**src/rtl/txq_pkg.sv**
```systemverilog
package txq_pkg;
  localparam int DW        = 32;
  localparam int MODE_SOP  = 31;
  localparam int MODE_EOP  = 30;
  localparam int MODE_OWN  = 29;
  localparam int MODE_EOQ  = 28;
  localparam logic [1:0] SEL_CTRL = 2'd0;
  localparam logic [1:0] SEL_HEAD = 2'd1;
  localparam logic [1:0] SEL_CMPL = 2'd2;

  typedef enum logic [2:0] {
    W_IDLE, W_RD_REQ, W_RD_DAT, W_CHECK, W_BUF_REQ, W_BUF_DAT, W_SEND, W_WB_REQ
  } walk_st_e;

  // mode word returned to software: ownership dropped, end-of-queue on chain end
  function automatic logic [DW-1:0] retire_word(input logic [DW-1:0] mode,
                                                input logic chain_end);
    logic [DW-1:0] r;
    r = mode;
    r[MODE_OWN] = 1'b0;
    r[MODE_EOQ] = mode[MODE_EOQ] | chain_end;
    return r;
  endfunction

  function automatic logic [7:0] byte_lane(input logic [DW-1:0] w, input logic [1:0] sel);
    return w[{3'd0, sel} * 8 +: 8];
  endfunction
endpackage

```
**src/rtl/txq_ctrl_regs.sv**
```systemverilog
module txq_ctrl_regs
  import txq_pkg::*;
#(
  parameter int ADDR_W = 32
) (
  input  logic              clk,
  input  logic              rst_n,
  input  logic              reg_we,
  input  logic [1:0]        reg_sel,
  input  logic [DW-1:0]     reg_wdata,
  input  logic              wlk_busy,
  input  logic              take,
  input  logic              park,
  input  logic [ADDR_W-1:0] park_ptr,
  output logic              chan_en,
  output logic              idle_req,
  output logic [ADDR_W-1:0] head_ptr,
  output logic              head_pend,
  output logic              head_err,
  output logic [ADDR_W-1:0] cmpl_ptr,
  output logic              soft_clr
);
  logic head_wr, head_nz, head_ok, head_bad;

  assign head_wr  = reg_we && (reg_sel == SEL_HEAD);
  assign head_nz  = reg_wdata[ADDR_W-1:0] != '0;
  assign head_ok  = head_wr && head_nz && !wlk_busy && !head_pend;
  assign head_bad = head_wr && head_nz && (wlk_busy || head_pend);

  always_ff @(posedge clk or negedge rst_n) begin
    if (!rst_n) begin
      chan_en <= 1'b0; idle_req <= 1'b0; soft_clr <= 1'b0;
      head_ptr <= '0; head_pend <= 1'b0; head_err <= 1'b0; cmpl_ptr <= '0;
    end else if (soft_clr) begin
      soft_clr <= 1'b0;
      head_ptr <= '0; head_pend <= 1'b0; head_err <= 1'b0; cmpl_ptr <= '0;
    end else begin
      if (reg_we && reg_sel == SEL_CTRL) begin
        chan_en  <= reg_wdata[0];
        idle_req <= reg_wdata[1];
        soft_clr <= reg_wdata[2];
      end
      if (reg_we && reg_sel == SEL_CMPL) cmpl_ptr <= reg_wdata[ADDR_W-1:0];
      if (head_ok) begin
        head_ptr  <= reg_wdata[ADDR_W-1:0];
        head_pend <= 1'b1;
      end
      if (head_bad) head_err <= 1'b1;
      if (take) head_pend <= 1'b0;
      if (park) begin
        head_ptr  <= park_ptr;
        head_pend <= 1'b1;
      end
    end
  end

  p_err_sticky_r7: assert property (@(posedge clk) disable iff (!rst_n || soft_clr)
    head_err |=> head_err);
  p_take_needs_pend_r6: assert property (@(posedge clk) disable iff (!rst_n)
    take |-> head_pend);
  p_srst_one_cycle_r11: assert property (@(posedge clk) disable iff (!rst_n)
    soft_clr |=> !soft_clr);
endmodule

```
**src/rtl/txq_walker.sv**
```systemverilog
module txq_walker
  import txq_pkg::*;
#(
  parameter int ADDR_W = 32,
  parameter int LEN_W  = 11
) (
  input  logic              clk,
  input  logic              rst_n,
  input  logic              soft_clr,
  input  logic              go,
  input  logic              idle_req,
  input  logic [ADDR_W-1:0] head_ptr,
  output logic              busy,
  output logic              take,
  output logic              park,
  output logic [ADDR_W-1:0] park_ptr,
  output logic              mem_req,
  output logic              mem_we,
  output logic [ADDR_W-1:0] mem_addr,
  output logic [DW-1:0]     mem_wdata,
  input  logic              mem_gnt,
  input  logic [DW-1:0]     mem_rdata,
  output logic              tx_valid,
  input  logic              tx_ready,
  output logic [7:0]        tx_data,
  output logic              tx_last
);
  localparam int WB_OFS = 12;

  walk_st_e          st_q;
  logic [1:0]        idx_q, sel_q;
  logic [ADDR_W-1:0] cur_q, nxt_q, buf_q;
  logic [LEN_W-1:0]  left_q;
  logic [DW-1:0]     mode_q, word_q;
  logic              chain_end;

  assign chain_end = (nxt_q == '0);
  assign busy      = (st_q != W_IDLE);
  assign take      = (st_q == W_IDLE) && go && !soft_clr;
  assign park      = (st_q == W_WB_REQ) && mem_gnt && !chain_end && idle_req && !soft_clr;
  assign park_ptr  = nxt_q;

  assign mem_req   = (st_q == W_RD_REQ) || (st_q == W_BUF_REQ) || (st_q == W_WB_REQ);
  assign mem_we    = (st_q == W_WB_REQ);
  assign mem_wdata = retire_word(mode_q, chain_end);
  always_comb begin
    case (st_q)
      W_RD_REQ:  mem_addr = cur_q + {{(ADDR_W-4){1'b0}}, idx_q, 2'b00};
      W_BUF_REQ: mem_addr = buf_q;
      default:   mem_addr = cur_q + ADDR_W'(WB_OFS);
    endcase
  end

  assign tx_valid = (st_q == W_SEND);
  assign tx_data  = byte_lane(word_q, sel_q);
  assign tx_last  = tx_valid && (left_q == LEN_W'(1));

  always_ff @(posedge clk or negedge rst_n) begin
    if (!rst_n) begin
      st_q <= W_IDLE; idx_q <= '0; sel_q <= '0; cur_q <= '0; nxt_q <= '0;
      buf_q <= '0; left_q <= '0; mode_q <= '0; word_q <= '0;
    end else if (soft_clr) begin
      st_q <= W_IDLE;
    end else begin
      case (st_q)
        W_IDLE: if (go) begin
          cur_q <= head_ptr; idx_q <= '0; st_q <= W_RD_REQ;
        end
        W_RD_REQ: if (mem_gnt) st_q <= W_RD_DAT;
        W_RD_DAT: begin
          case (idx_q)
            2'd0:    nxt_q  <= mem_rdata[ADDR_W-1:0];
            2'd1:    buf_q  <= mem_rdata[ADDR_W-1:0];
            2'd2:    left_q <= mem_rdata[LEN_W-1:0];
            default: mode_q <= mem_rdata;
          endcase
          if (idx_q == 2'd3) st_q <= W_CHECK;
          else begin
            idx_q <= idx_q + 2'd1; st_q <= W_RD_REQ;
          end
        end
        W_CHECK: begin
          if (!mode_q[MODE_OWN])   st_q <= W_IDLE;
          else if (left_q == '0)   st_q <= W_WB_REQ;
          else begin
            sel_q <= '0; st_q <= W_BUF_REQ;
          end
        end
        W_BUF_REQ: if (mem_gnt) st_q <= W_BUF_DAT;
        W_BUF_DAT: begin
          word_q <= mem_rdata;
          buf_q  <= buf_q + ADDR_W'(4);
          st_q   <= W_SEND;
        end
        W_SEND: if (tx_ready) begin
          left_q <= left_q - LEN_W'(1);
          sel_q  <= sel_q + 2'd1;
          if (left_q == LEN_W'(1)) st_q <= W_WB_REQ;
          else if (sel_q == 2'd3)  st_q <= W_BUF_REQ;
        end
        W_WB_REQ: if (mem_gnt) begin
          if (chain_end || idle_req) st_q <= W_IDLE;
          else begin
            cur_q <= nxt_q; idx_q <= '0; st_q <= W_RD_REQ;
          end
        end
        default: st_q <= W_IDLE;
      endcase
    end
  end

  p_req_hold_r13: assert property (@(posedge clk) disable iff (!rst_n || soft_clr)
    (mem_req && !mem_gnt) |=> (mem_req && $stable(mem_addr) && $stable(mem_we)));
  p_wb_owner_clear_r3: assert property (@(posedge clk) disable iff (!rst_n)
    (mem_req && mem_we) |-> !mem_wdata[MODE_OWN]);
  p_tx_hold_r2: assert property (@(posedge clk) disable iff (!rst_n || soft_clr)
    (tx_valid && !tx_ready) |=> (tx_valid && $stable(tx_data)));
  p_park_on_request_r10: assert property (@(posedge clk) disable iff (!rst_n)
    park |-> idle_req);
endmodule

```
**src/rtl/txq_dma_engine.sv**
```systemverilog
module txq_dma_engine
  import txq_pkg::*;
#(
  parameter int ADDR_W = 32,
  parameter int LEN_W  = 11
) (
  input  logic              clk,
  input  logic              rst_n,
  input  logic              reg_we,
  input  logic [1:0]        reg_sel,
  input  logic [31:0]       reg_wdata,
  output logic [ADDR_W-1:0] head_ptr,
  output logic [ADDR_W-1:0] cmpl_ptr,
  output logic              head_err,
  output logic              srst_busy,
  output logic              stat_idle,
  output logic              mem_req,
  output logic              mem_we,
  output logic [ADDR_W-1:0] mem_addr,
  output logic [31:0]       mem_wdata,
  input  logic              mem_gnt,
  input  logic [31:0]       mem_rdata,
  output logic              tx_valid,
  input  logic              tx_ready,
  output logic [7:0]        tx_data,
  output logic              tx_last
);
  logic chan_en, idle_req, head_pend, soft_clr;
  logic busy, take, park, go;
  logic [ADDR_W-1:0] park_ptr;

  assign go        = head_pend && chan_en && !idle_req;
  assign stat_idle = !busy && !go;
  assign srst_busy = soft_clr;

  txq_ctrl_regs #(.ADDR_W(ADDR_W)) u_regs (
    .clk, .rst_n, .reg_we, .reg_sel, .reg_wdata,
    .wlk_busy(busy), .take, .park, .park_ptr,
    .chan_en, .idle_req, .head_ptr, .head_pend, .head_err, .cmpl_ptr, .soft_clr
  );

  txq_walker #(.ADDR_W(ADDR_W), .LEN_W(LEN_W)) u_walk (
    .clk, .rst_n, .soft_clr, .go, .idle_req, .head_ptr,
    .busy, .take, .park, .park_ptr,
    .mem_req, .mem_we, .mem_addr, .mem_wdata, .mem_gnt, .mem_rdata,
    .tx_valid, .tx_ready, .tx_data, .tx_last
  );
endmodule

```
**config.mk**
```make
export PLATFORM = sky130hd
export DESIGN_NAME = txq_dma_engine
export DESIGN_NICKNAME = d
export VERILOG_FILES = /design/src/rtl/txq_pkg.sv /design/src/rtl/txq_ctrl_regs.sv /design/src/rtl/txq_walker.sv /design/src/rtl/txq_dma_engine.sv
export SDC_FILE = /design/constraint.sdc
export NUM_CORES = 1
export LEC_CHECK = 0
export BUFFER_PORTS_ARGS = -buffer_cell sky130_fd_sc_hd__buf_4
export CAP_MARGIN = 15
export CELL_PAD_IN_SITES_DETAIL_PLACEMENT = 0
export CELL_PAD_IN_SITES_GLOBAL_PLACEMENT = 1
export CORE_ASPECT_RATIO = 0.75
export CORE_MARGIN = 2
export CORE_UTILIZATION = 35
export DETAILED_ROUTE_END_ITERATION = 12
export PLACE_DENSITY_LB_ADDON = 0.1
export SLEW_MARGIN = 20
export SYNTH_ARGS = -nofsm -noshare
export SYNTH_HDL_FRONTEND = slang
export SYNTH_SLANG_ARGS = --single-unit
```
**constraint.sdc**
```tcl
create_clock -name clk -period 4.4 [get_ports clk]
set_clock_uncertainty 0.1 [all_clocks]
set_input_delay 0.22 -clock clk [delete_from_list [all_inputs] [get_ports clk]]
set_output_delay 0.22 -clock clk [all_outputs]
set_load 0.1 [all_outputs]
```
Word-level counts from Yosys, hierarchy flattened

Index checks and enable logic that the tools add are counted.

Register bits after elaboration: 247
Output and inout port bits: 143
Word-level logic and storage cells: 154

Add/subtract/negate cells: 6
Equality and inequality tests: 29
Shift operators: 1
Muxes and demuxes: 45
Bitwise logic cells: 3
Reduce and logical (&&, ||, !) cells: 54

Operators by type and width:

| operator                | count |
|---|---|
| $mux W32                | 9 |
| $pmux W32 S2            | 3 |
| $add A32 B3 Y32 const B | 1 |
| $add A32 B4 Y32         | 1 |
| $add A32 B4 Y32 const B | 1 |
| $logic_not A32 Y1       | 1 |
| $reduce_bool A32 Y1     | 1 |
| $shiftx A32 B6 Y8       | 1 |
| $mux W3                 | 9 |
| $pmux W3 S8             | 1 |
| $mux W11                | 2 |
| $pmux W11 S2            | 1 |
| $mux W2                 | 9 |
| $logic_and A1 B1 Y1     | 17 |
| $ne A2 B2 Y1 const B    | 7 |
| $eq A3 B3 Y1 const B    | 4 |
| $ne A3 B3 Y1 const B    | 4 |
| $reduce_and A6 Y1       | 2 |
| $reduce_bool A2 Y1      | 6 |
| $eq A11 B1 Y1 const B   | 1 |
| $logic_not A11 Y1       | 1 |
| $sub A11 B1 Y11 const B | 1 |
| $reduce_and A5 Y1       | 2 |
| $mux W1                 | 9 |
| other kinds (22)        | 44 |

Longest topological paths before layout

Depth after elaboration: 9
Gate-level depth with buffers: 13
Depth with buffers taken out: 10

By module

A second synthesis with hierarchy kept.

Cells, all modules: 1,215
Area, all modules: 12,817.3 sq um

By module, submodules not included:

| module         | times used | cells an instance | area each (sq um) | seq. area each (sq um) |
|---|---|---|---|---|
| txq_walker     | 1          | 964               | 9,613.0           | 4,454.3 |
| txq_ctrl_regs  | 1          | 249               | 3,189.3           | 1,726.7 |
| txq_dma_engine | 1          | 2                 | 15.0              | 0.0 |

Worst setup path before layout

OpenSTA, ideal clock, no wires.

Kind: reg2out
Start point: register u_walk.st_q[2]
End point: output port mem_addr[22]
Arrival: 4.590 ns
Data required time: 4.080 ns
Slack: -0.510 ns
Stages on the path, launching flop included: 12
Buffers on the path: 3
Cells stage by stage: dfrtp_1 > clkbuf_8 > clkbuf_1 > or3_1 > ha_1 > fa_1 > and4_1 > nand3_1 > clkbuf_1 > nor4_1 > xnor2_1 > o21ai_0

Word-level cells in the longest chain between the ends: 2

RTL lines:

| item                                         | RTL line             | text |
|---|---|---|
| start: declaration                           | txq_walker.sv:30     | `walk_st_e st_q;` |
| start signal: assignment                     | txq_walker.sv:60     | `st_q <= W_IDLE; idx_q <= '0; sel_q <= '0; cur_q <= '0; nxt_q <= '0;` |
| start signal: assignment                     | txq_walker.sv:63     | `st_q <= W_IDLE;` |
| start signal: assignment                     | txq_walker.sv:67     | `cur_q <= head_ptr; idx_q <= '0; st_q <= W_RD_REQ;` |
| $eq A3 B3 Y1 or $eq A3 B1 Y1 (tied branches) | txq_walker.sv:47     | `case (st_q)` |
| $pmux W32 S2 *                               | txq_walker.sv:47     |  |
| end: declaration                             | txq_dma_engine.sv:19 | `output logic [ADDR_W-1:0] mem_addr,` |

Mark *: on every way between the ends. The rest lies on a longest branch, timed or not.

Final worst setup path

Start point: register u_walk.st_q[1]
End point: output port mem_addr[24]

Same word-level chain as after synthesis.

==> reports/summary.txt <==
status: completed
sequential area share after synthesis: 0.477
fin crit share: 0.923
post-cts resize count: 0
GRT Overall Usage: 0.224
FF-to-FF path depth: 6
Num CTS Buffers: 28
post-synthesis instance area: 13000 sq um
relative slew slack: 0.377
Clock H-tree levels: 1
crit path launch: u_walk.st_q[1]$_DFFE_PN0P_
Synth Area in Simple Gates: 0.153
Least-Margin Pin Slew: 935 ps
largest net degree at the start of global routing: 95
grt met2 use: 0.352
fin. max-slew vios: 0
RSZ-0062 raised after global routing: no
async set-reset flop share out of synthesis: 1.00
Core Region: 36800 sq um
setup_tns: 0 ps
# rows: 61
Synth Area in Adders: 0.0122
mux cell area share after synthesis: 0.159
Crit path arrival time: 3740 ps
Ys Warns: 0
Synth Area in Compound Gates: 0.126
Syn Inst Count: 1254
RR Endpoint: u_walk.cur_q[19]$_DFFE_PN0P_
Setup violations, final: 0
clk buf depth: 3
initial antenna violation count: 0
grt met3 use: 0.0362
area grow syn2layout: 27.4%
Residual DRC: 0
Die H: 171 um
Detailed Route Iter0 Violations: 693
crit-path max cell delay: 500 ps
CP Cell Sequence: buf_4, inv_1, nand2_1, or3_1, ha_1, fa_1, and4_1, nand3_1, nor4_1, xnor2_1, o21ai_1, buf_4
Synth area leader: dfrtp_1
Post-CTS Setup Repair Bufs: 0
hold bufs inserted after CTS: 70
initial core utilization: 0.352
FF+latch count, synth: 247
maximum clock rate: 0.246 GHz
CTS root buf: clkbuf_16
critical path's most frequent cell: buf_4
GR Layer Usage met1: 0.325
syn nets: 1337
drt via density: 5.30
Clock Sinks: 247
final WL: 43300 um
Synth Flop Type: dfrtp_1
count leader, synth: dfrtp_1
Die X: 226 um
Worst Setup EP: mem_addr[24]
clk_lat worst skew: 550 ps
TritonCTS clock tree: done
largest family of logic cells by synthesized area: multiplexers
flop2flop setup slack: 1460 ps
Synth top cells by count: dfrtp_1, nand2_1, mux2_2, nor2_1, o21ai_0
Post-synth EDFFs: 0
DP Wirelength: 30400 um
synth top area cells: dfrtp_1, mux2_2, nand2_1
max_cap viols: 0
GRT overflow: 0
Routed WL per cell: 21.6 um
type of the worst min-delay path: primary input to register
global route hottest layer: met2
Worst Path Max Fanout: 16
DRT antenna net count: 0
Via Count: 10600
Yosys top cell area share: 0.477
worst hold stages: 4
fillers: 3601
final hold viol count: 0
minimum clock period: 4060 ps
slowest cell on the critical path: nand3_1
critical path class: register to output port
crit start category: register
crit path capture type: output port
nets: 1559
number of global-route vias before repair: 10400
clock-pin slew on the worst setup and hold paths: 60 ps
xor/xnor share of the synthesized area: 0.0189
Diodes inserted: 0
GP Congestion: 0.848
Ports: 214
first-pass GRT wire length: 65900 um
full die area: 38600 sq um
reg2reg start: u_walk.park_ptr[22]$_DFFE_PN0P_
Worst Path Required: 4080 ps
layout cells sized above 1: 0.301
syn avg cell area: 10.3 sq um
Cell variety after synth: 76
I/O Buffers: 212
Pre-antenna DRT Iters: 4
-- cells by family (layout without fill, tap and decap cells) --
kind of cell               count (synthesis)  count (layout)
DFF                                      247             247
other                                      1               1
muxes                                    180             180
adders and majority gates                 12              12
AOI/OAI and AO/OA                        240             240
buffers and inverters                    128             370
xor gates and xnor gates                  28              28
and+or+nand+nor                          418             418
-- per-stage QoR --
stage / hold WS, ps / std cells / instance area [sq um] / worst slack [ps] / util
floorplan: -176 / 1254 / 13000 / 75.7 / -
global placement: 203 / 1880 / 14800 / 947 / 0.401
detailed placement: 205 / 1880 / 14800 / 911 / 0.401
CTS: 32.4 / 2000 / 16500 / 289 / 0.449
global route: 58.6 / 2000 / 16500 / 89.1 / 0.449
finish: 62.9 / 2000 / 16500 / 338 / 0.449
-- worst min path at each step --
stage,start,to,slack [ps]
5_1_grt,reg_we,u_regs.head_err$_DFFE_PN0P_,60
3_3_place_gp,rst_n,u_regs.cmpl_ptr[31]$_DFFE_PN0P_,200
4_1_cts,reg_we,u_regs.head_err$_DFFE_PN0P_,30
3_5_place_dp,rst_n,u_regs.cmpl_ptr[31]$_DFFE_PN0P_,200
6_report,reg_we,u_regs.head_err$_DFFE_PN0P_,60
2_1_floorplan,rst_n,u_regs.chan_en$_DFFE_PN0P_,-180
-- registers in the layout, indices dropped and copies added, names as in the netlist --
signal,cells
u_regs.cmpl_ptr,32
u_regs.head_ptr,32
u_walk.buf_q,32
u_walk.cur_q,32
u_walk.mode_q,32
u_walk.park_ptr,32
u_walk.word_q,32
u_walk.left_q,11
u_walk.st_q,3
u_walk.idx_q,2
u_walk.sel_q,2
u_regs.chan_en,1
u_regs.head_err,1
u_regs.head_pend,1
u_regs.idle_req,1
u_regs.soft_clr,1
-- placed cells by master, fill, tap and decap left out, types with 4 or more instances in the layout --
| cell type | Yosys | routed |
|---|---|---|
| o21ai_1 | 0 | 19 |
| xnor2_1 | 24 | 24 |
| nand2b_1 | 5 | 5 |
| mux2_2 | 130 | 130 |
| a32oi_1 | 6 | 6 |
| clkbuf_16 | 0 | 29 |
| a211oi_1 | 35 | 35 |
| xor2_1 | 4 | 4 |
| nor2b_1 | 5 | 5 |
| a31oi_1 | 11 | 10 |
| buf_4 | 32 | 233 |
| nor2_1 | 74 | 72 |
| bufinv_16 | 0 | 7 |
| dlygate4sd3_1 | 0 | 70 |
| a22o_1 | 32 | 32 |
| nand3_1 | 29 | 29 |
| nor3_1 | 22 | 21 |
| nor4_1 | 34 | 34 |
| and3_1 | 11 | 11 |
| o21ai_0 | 60 | 39 |
| a21oi_1 | 44 | 44 |
| and4_1 | 7 | 7 |
| mux2i_1 | 42 | 42 |
| nand2_1 | 187 | 186 |
| ha_1 | 11 | 11 |
| o22ai_1 | 8 | 8 |
| dfrtp_1 | 247 | 246 |
| o22a_1 | 5 | 5 |
| clkinv_2 | 0 | 5 |
| nand4_1 | 15 | 15 |
| or3_1 | 5 | 5 |
| mux4_2 | 8 | 8 |
| inv_1 | 16 | 16 |
-- critical path, delay by kind of cell (launching register included) --
family,cells,cell delay [ps]
xor+xnor,1,160
fa+ha+maj,2,640
simple gates,5,1220
compound gates,1,180
buf+inv,3,620
flops,1,360
-- cell type report --
class / count / area, sq um / share of cell area
Clock inverter: 17 / 275 / 0.0167
Multi-Input combinational cell: 879 / 6130 / 0.372
Sequential cell: 247 / 6180 / 0.375
Clock buffer: 33 / 761 / 0.0461
Inverter: 16 / 60.1 / 0.00364
Tap cell: 504 / 631 / 0.0382
Timing Repair Buffer: 304 / 2460 / 0.149
-- layer usage --
metal	share of wire	vias to the layer above	routed length [um]
met5	0	-	0
met4	0.018	0	794
met3	0.043	45	1870
met2	0.46	248	20100
met1	0.47	5355	20500
li1	-	4952	-
Power is not shown: default switching activity piles up to over one toggle a cycle in this logic, so the estimate is an artifact.
